[src/rtl/acq_trig_pkg.sv]
`timescale 1ns/1ps
package acq_trig_pkg;

  localparam int CFG_W        = 8;
  localparam int CFG_TIMED_IX = 0;
  localparam int CFG_EDGE_IX  = 4;

  typedef enum logic [1:0] {
    TRIG_TIMED      = 2'd0,
    TRIG_SYNC_LEVEL = 2'd1,
    TRIG_SYNC_EDGE  = 2'd2
  } trig_mode_e;

  function automatic trig_mode_e decode_mode(input logic [CFG_W-1:0] cfg);
    trig_mode_e m;
    if (cfg[CFG_TIMED_IX])     m = TRIG_TIMED;
    else if (cfg[CFG_EDGE_IX]) m = TRIG_SYNC_EDGE;
    else                       m = TRIG_SYNC_LEVEL;
    return m;
  endfunction

endpackage

[src/rtl/acq_trig_rst_sync.sv]
`timescale 1ns/1ps
module acq_trig_rst_sync #(
  parameter int STAGES = 2
) (
  input  logic clk,
  input  logic arst_n,
  output logic srst_n
);

  logic [STAGES-1:0] chain_q;
  logic [STAGES-1:0] chain_d;

  always_comb begin
    chain_d = {chain_q[STAGES-2:0], 1'b1};
  end

  always_ff @(posedge clk or negedge arst_n) begin
    if (!arst_n) chain_q <= '0;
    else         chain_q <= chain_d;
  end

  assign srst_n = chain_q[STAGES-1];

endmodule

[src/rtl/acq_trig_sync_filter.sv]
`timescale 1ns/1ps
module acq_trig_sync_filter #(
  parameter int SYNC_STAGES   = 2,
  parameter int MIN_LOW_TICKS = 125000
) (
  input  logic clk,
  input  logic rst_n,
  input  logic pin_i,
  output logic level_low_o,
  output logic rise_o
);

  localparam int CNT_W = $clog2(MIN_LOW_TICKS + 1);
  localparam logic [CNT_W-1:0] LAST_CNT = CNT_W'(MIN_LOW_TICKS - 1);

  logic [SYNC_STAGES-1:0] meta_q, meta_d;
  logic                   pin_s;
  logic [CNT_W-1:0]       low_cnt_q, low_cnt_d;
  logic                   low_cnt_en;
  logic                   filt_hi_q, filt_hi_d;
  logic                   rise_q, rise_d;

  // synchronizer chain, idle value is high
  always_comb begin
    meta_d = {meta_q[SYNC_STAGES-2:0], pin_i};
    pin_s  = meta_q[SYNC_STAGES-1];
  end

  // low-time qualification
  always_comb begin
    if (pin_s) begin
      low_cnt_d  = '0;
      low_cnt_en = (low_cnt_q != '0);
    end else begin
      low_cnt_d  = low_cnt_q + 1'b1;
      low_cnt_en = (low_cnt_q != LAST_CNT);
    end

    if (pin_s)                       filt_hi_d = 1'b1;
    else if (low_cnt_q == LAST_CNT)  filt_hi_d = 1'b0;
    else                             filt_hi_d = filt_hi_q;

    rise_d = pin_s & ~filt_hi_q;
  end

  always_ff @(posedge clk or negedge rst_n) begin
    if (!rst_n) begin
      meta_q    <= '1;
      low_cnt_q <= '0;
      filt_hi_q <= 1'b1;
      rise_q    <= 1'b0;
    end else begin
      meta_q    <= meta_d;
      if (low_cnt_en) low_cnt_q <= low_cnt_d;
      filt_hi_q <= filt_hi_d;
      rise_q    <= rise_d;
    end
  end

  assign level_low_o = ~filt_hi_q;
  assign rise_o      = rise_q;

endmodule

[src/rtl/acq_trig_period_timer.sv]
`timescale 1ns/1ps
module acq_trig_period_timer #(
  parameter int PERIOD_W = 16
) (
  input  logic                clk,
  input  logic                rst_n,
  input  logic                restart_i,
  input  logic [PERIOD_W-1:0] period_i,
  output logic                due_o
);

  localparam logic [PERIOD_W-1:0] SAT = '1;

  logic [PERIOD_W-1:0] elapsed_q, elapsed_d;
  logic                elapsed_en;

  always_comb begin
    elapsed_d  = restart_i ? '0 : (elapsed_q + 1'b1);
    elapsed_en = restart_i | (elapsed_q != SAT);
    due_o      = (period_i == '0) || (elapsed_q >= (period_i - 1'b1));
  end

  // saturated after reset so the first timed pass starts at once
  always_ff @(posedge clk or negedge rst_n) begin
    if (!rst_n)          elapsed_q <= SAT;
    else if (elapsed_en) elapsed_q <= elapsed_d;
  end

endmodule

[src/rtl/acq_trig_sequencer.sv]
`timescale 1ns/1ps
module acq_trig_sequencer
  import acq_trig_pkg::*;
(
  input  logic       clk,
  input  logic       rst_n,
  input  trig_mode_e mode_i,
  input  logic       due_i,
  input  logic       period_nz_i,
  input  logic       level_low_i,
  input  logic       rise_i,
  input  logic       cycle_done_i,
  output logic       fire_o,
  output logic       start_o,
  output logic       overrun_o
);

  logic busy_q, busy_d;
  logic pend_q, pend_d;
  logic late_q, late_d;
  logic start_q, ovr_q, ovr_d;
  logic engine_free;
  logic want;

  always_comb begin
    engine_free = ~busy_q | cycle_done_i;

    unique case (mode_i)
      TRIG_TIMED:      want = due_i;
      TRIG_SYNC_LEVEL: want = level_low_i;
      TRIG_SYNC_EDGE:  want = pend_q;
      default:         want = 1'b0;
    endcase

    fire_o = want & engine_free;

    if (fire_o)            busy_d = 1'b1;
    else if (cycle_done_i) busy_d = 1'b0;
    else                   busy_d = busy_q;

    if (mode_i == TRIG_SYNC_EDGE) pend_d = (pend_q & ~fire_o) | rise_i;
    else                          pend_d = 1'b0;

    if ((mode_i != TRIG_TIMED) || fire_o) late_d = 1'b0;
    else late_d = late_q | (due_i & ~engine_free & period_nz_i);

    ovr_d = fire_o & late_q & period_nz_i;
  end

  always_ff @(posedge clk or negedge rst_n) begin
    if (!rst_n) begin
      busy_q  <= 1'b0;
      pend_q  <= 1'b0;
      late_q  <= 1'b0;
      start_q <= 1'b0;
      ovr_q   <= 1'b0;
    end else begin
      busy_q  <= busy_d;
      pend_q  <= pend_d;
      late_q  <= late_d;
      start_q <= fire_o;
      ovr_q   <= ovr_d;
    end
  end

  assign start_o   = start_q;
  assign overrun_o = ovr_q;

endmodule

[src/rtl/acq_trig_ctrl.sv]
`timescale 1ns/1ps
module acq_trig_ctrl
  import acq_trig_pkg::*;
#(
  parameter int PERIOD_W      = 16,
  parameter int MIN_LOW_TICKS = 125000,
  parameter int SYNC_STAGES   = 2,
  parameter int RST_STAGES    = 2
) (
  input  logic                clk,
  input  logic                rst_n,
  input  logic [CFG_W-1:0]    mode_cfg,
  input  logic [PERIOD_W-1:0] period,
  input  logic                sync_in,
  input  logic                cycle_done,
  output logic                start_cycle,
  output logic                overrun
);

  logic       srst_n;
  logic       lvl_low, rise;
  logic       due, fire;
  logic       period_nz;
  trig_mode_e mode;

  assign mode      = decode_mode(mode_cfg);
  assign period_nz = |period;

  acq_trig_rst_sync #(.STAGES(RST_STAGES)) rst_sync_i (
    .clk    (clk),
    .arst_n (rst_n),
    .srst_n (srst_n)
  );

  acq_trig_sync_filter #(
    .SYNC_STAGES   (SYNC_STAGES),
    .MIN_LOW_TICKS (MIN_LOW_TICKS)
  ) filt_i (
    .clk         (clk),
    .rst_n       (srst_n),
    .pin_i       (sync_in),
    .level_low_o (lvl_low),
    .rise_o      (rise)
  );

  acq_trig_period_timer #(.PERIOD_W(PERIOD_W)) timer_i (
    .clk       (clk),
    .rst_n     (srst_n),
    .restart_i (fire),
    .period_i  (period),
    .due_o     (due)
  );

  acq_trig_sequencer seq_i (
    .clk          (clk),
    .rst_n        (srst_n),
    .mode_i       (mode),
    .due_i        (due),
    .period_nz_i  (period_nz),
    .level_low_i  (lvl_low),
    .rise_i       (rise),
    .cycle_done_i (cycle_done),
    .fire_o       (fire),
    .start_o      (start_cycle),
    .overrun_o    (overrun)
  );

endmodule

[config.mk]
export PLATFORM = sky130hd
export DESIGN_NAME = acq_trig_ctrl
export DESIGN_NICKNAME = d
export VERILOG_FILES = /design/src/rtl/acq_trig_pkg.sv /design/src/rtl/acq_trig_rst_sync.sv /design/src/rtl/acq_trig_sync_filter.sv /design/src/rtl/acq_trig_period_timer.sv /design/src/rtl/acq_trig_sequencer.sv /design/src/rtl/acq_trig_ctrl.sv
export SDC_FILE = /design/constraint.sdc
export NUM_CORES = 1
export LEC_CHECK = 0
export ABC_AREA = 1
export BUFFER_PORTS_ARGS = -buffer_cell sky130_fd_sc_hd__buf_2
export CORE_ASPECT_RATIO = 0.5
export CORE_MARGIN = 5
export CORE_UTILIZATION = 55
export CTS_BUF_LIST = sky130_fd_sc_hd__clkbuf_4 sky130_fd_sc_hd__clkbuf_8
export CTS_CLUSTER_DIAMETER = 60
export CTS_CLUSTER_SIZE = 14
export DETAILED_ROUTE_END_ITERATION = 8
export PLACE_DENSITY = 0.78
export SYNTH_ARGS = -nofsm -noshare
export SYNTH_HDL_FRONTEND = slang
export SYNTH_SLANG_ARGS = --single-unit
[constraint.sdc]
create_clock -name clk -period 1.25 [get_ports clk]
set_input_delay 0.25 -clock clk [delete_from_list [all_inputs] [get_ports clk]]
set_output_delay 0.25 -clock clk [all_outputs]
set_load 0.05 [all_outputs]
==> flow_metrics.py <==
metrics = {
    "run_status": {
        "status": "complete, but fails checks",
        "violations": "setup timing",
    },
    "clock_tree": {
        "clock_path_buffers": 2,
        "cts_buffers": 5,
        "cts_sinks": 44,
        "clk_pin_slew_worst_paths_ns": 0.11,
        "clk_latency_ns": 0.33,
        "root_buffer": "clkbuf_8",
        "ctsHtreeMaxLevel": 2,
        "cts_tree": "built",
    },
    "floorplanning": {
        "row_count": 19,
        "io_pins": 30,
        "core_sq_um": 5370,
        "die_y_um": 62.2,
        "fp.dieW_um": 114,
        "start_util_pct": 55.7,
        "fp.dieArea_sq_um": 7110,
    },
    "power_and_ir_drop": {
        "vdd_drop_max_uv": 1310,
        "p_sw_mw": 1.79,
        "power.leakage_nw": 2.41,
        "power.total_mw": 4.95,
        "combPwrFrac_pct": 39.2,
        "seq_power_share_pct": 35.6,
        "power-per-cell-area_nw_per_um2": 1050,
        "power.internal_mw": 3.16,
        "clockPowerShare_pct": 25.2,
        "switching_share_pct": 36.2,
    },
    "sta": {
        "period_needed_ns": 2.62,
        "hold_viol": 0,
        "setup_viol": 39,
        "fmax_mhz": 381,
        "post-route-period-util_pct": 210,
        "holdWs_ns": 0.0404,
        "rsz0062_at_grt": "true",
        "clock_skew_ns": 0.0180,
        "finalWorstSetupSlack_ns": -1.37,
        "worst_pin_slew_ns": 0.535,
        "slew_viol_final": 0,
        "slew_headroom_pct": 64.1,
    },
    "logic_synthesis": {
        "ys_ff_latch": 44,
        "avgSynthCellArea_sq_um": 7.49,
        "yosysSeqAreaShare_pct": 37.6,
        "synth_area_leaders": "dfrtp_1, dfstp_2, nand2_1, inv_1, ha_1",
        "synth.largest_area_cell": "dfrtp_1",
        "syn_nets": 449,
        "synth_top_area_share_pct": 20.9,
        "synth.distinct_cells": 31,
        "syn_area_sq_um": 2990,
        "yosys_warnings": 0,
        "synthCells": 400,
    },
    "global_routing": {
        "grt_usage_pct": 25.5,
        "use_met1_pct": 30.1,
        "grt_pass1_vias": 3331,
        "grt-ovfl-total": 0,
        "use_met2_pct": 44.5,
        "grt.busiest_layer": "met2",
        "grt_max_degree": 31,
        "antenna_found_initial": 0,
        "grt_pass1_wl_um": 14700,
        "grt_use_met3_pct": 4.75,
    },
    "critical_path": {
        "critPathMaxFanout": 3,
        "crit_start": "period[0]",
        "crit_type": "in2reg",
        "startpoint_type": "input pin",
        "cp.arrival_ns": 2.89,
        "reg2reg_to": "seq_i.overrun_o",
        "end_kind": "register",
        "r2r-start": "timer_i.elapsed_q[0]",
        "reg2reg_depth": 12,
        "r2r_setup_slack_ns": -1.02,
        "cp-endpoint": "seq_i.overrun_o",
        "required_ns": 1.51,
    },
    "min_path": {
        "min_path_type": "in2reg",
    },
    "final_layout": {
        "final_net_count": 592,
        "utilization_pct": 87.4,
        "final_cell_mix": "buf_4, nand2_1, inv_1",
        "areaGrowthSynthToFinish_pct": 56.8,
        "diodes": 0,
        "final_cell_area_sq_um": 4690,
        "layout-drive-gt1-share_pct": 47.8,
        "layout_commonest_cell": "buf_4",
    },
    "detailed_routing": {
        "finalWirelength_um": 12900,
        "antenna_left": 0,
        "wire_per_inst_um": 20.9,
        "drc": 0,
        "vias": 3739,
        "drtPass1Iterations": 8,
        "drtIter0Drc": 471,
        "viasPerCell": 6.06,
    },
    "placed_design": {
        "io_buffers": 23,
        "dp_hpwl_um": 5530,
        "dp_slack_ns": -1.33,
        "gp_congestion": 0.860,
        "placed_cell_area_sq_um": 3970,
    },
    "job": {
        "cap_violations": 0,
    },
}
==> kinds of logic (layout without fill, tap and decap cells) <==
group / count (synthesis) / in the layout / share of synthesized area, %
compound gates: 43 / 43 / 8.27
xor+xnor: 14 / 14 / 4.10
fa+ha+maj: 21 / 21 / 8.78
buf+inv: 82 / 225 / 10.8
flops: 44 / 44 / 37.6
other cells: 1 / 1 / 0.125
simple gates: 195 / 196 / 30.4
==> worst min-delay path by stage <==
stage          startpoint                    end  slack (ns)  cells past startpoint
6_report          sync_in       filt_i.meta_q[0]        0.04                      1
3_5_place_dp        rst_n  rst_sync_i.chain_q[0]        0.04                      1
2_1_floorplan       rst_n  rst_sync_i.chain_q[0]       -0.05                      0
3_3_place_gp        rst_n  rst_sync_i.chain_q[0]        0.04                      1
5_1_grt           sync_in       filt_i.meta_q[0]        0.02                      1
4_1_cts           sync_in       filt_i.meta_q[0]        0.03                      1
==> cells in the mapped netlist <==
cell type   n
xor2_1      6
nor2_1     40
nand3b_1    4
and3_1      1
nor3_1     12
o21bai_1    1
buf_4       4
o21ai_0    12
nand3_1    25
a31oi_1     1
nor2_2      2
nor3_2      2
nand2_1    86
nor4_1      5
nand4_1     6
a32o_1      1
a21o_1      1
inv_1      78
o211ai_1    7
nand2_2     4
conb_1      1
nand3_2     5
o21ai_2     1
and2_1      1
dfstp_2    19
nor2_4      1
a21oi_1    19
xnor2_1     8
ha_1       21
dfrtp_1    25
nor4_4      1
==> cell type report <==
type,instances,area (sq um)
multi-input combinational,275,1960
sequential,44,1130
timing repair buffer,139,1090
fill,200,678
inverter,78,302
tap,73,91.3
clock buffer,6,82.6
clock inverter,2,38.8
==> what timing repair did <==
item | in CTS | in global routing
pin swaps | 18 | 17
endpoints found under the setup margin | 39 | 39
gates cloned | 1 | 1
buffers inserted | 12 | 11
endpoints found under the hold margin | 2 | 0
hold buffers | 1 | 0
resized for setup | 48 | 58
==> registers in the layout, summed over array words and instances, names as in the netlist <==
register and cells:
filt_i.filt_hi_q 1, filt_i.low_cnt_q 17, filt_i.meta_q 2, filt_i.rise_o 1, rst_sync_i.chain_q 2, seq_i.busy_q 1
seq_i.late_q 1, seq_i.overrun_o 1, seq_i.pend_q 1, seq_i.start_o 1, timer_i.elapsed_q 16
==> power by group through the flow <==
| stage | registers, mW | logic (mW) | clock network, mW |
|---|---|---|---|
| CTS | 1.72 | 1.42 | 1.20 |
| global route | 1.77 | 2.07 | 1.32 |
| detailed placement | 1.72 | 1.12 | 0 |
| floorplan | 1.74 | 0.623 | 0 |
| finish | 1.76 | 1.94 | 1.25 |
| global placement | 1.71 | 1.08 | 0 |
==> metrics by stage <==
stage | cells | setup TNS [ns]
after global placement | 585 | -31.26
after CTS | 607 | -24.04
after global routing | 617 | -38.82
final | 617 | -36.92
after floorplan | 400 | -20.70
after detailed placement | 585 | -33.18
==> per-layer routing <==
layer	routed length (um)	vias up
met5	0	-
met4	1000	0
met3	1230	116
met2	5870	332
met1	4760	1732
li1	-	1559
==> worst max-delay path: stages <==
cell and delay, ns:
buf_2 0.12, clkinvlp_4 0.08, ha_2 0.20, buf_4 0.12, nand3_1 0.13, xnor2_1 0.25, inv_1 0.09, ha_1 0.28
nand2_1 0.07, inv_1 0.11, nand2_1 0.10, nor2_1 0.17, nor2_1 0.07, nand2_1 0.11, nand2_1 0.13, nand3_2 0.11
nand3_4 0.11, buf_6 0.16, buf_4 0.13, nor2_2 0.10
Note: power is estimated with default switching activity, not from simulation.
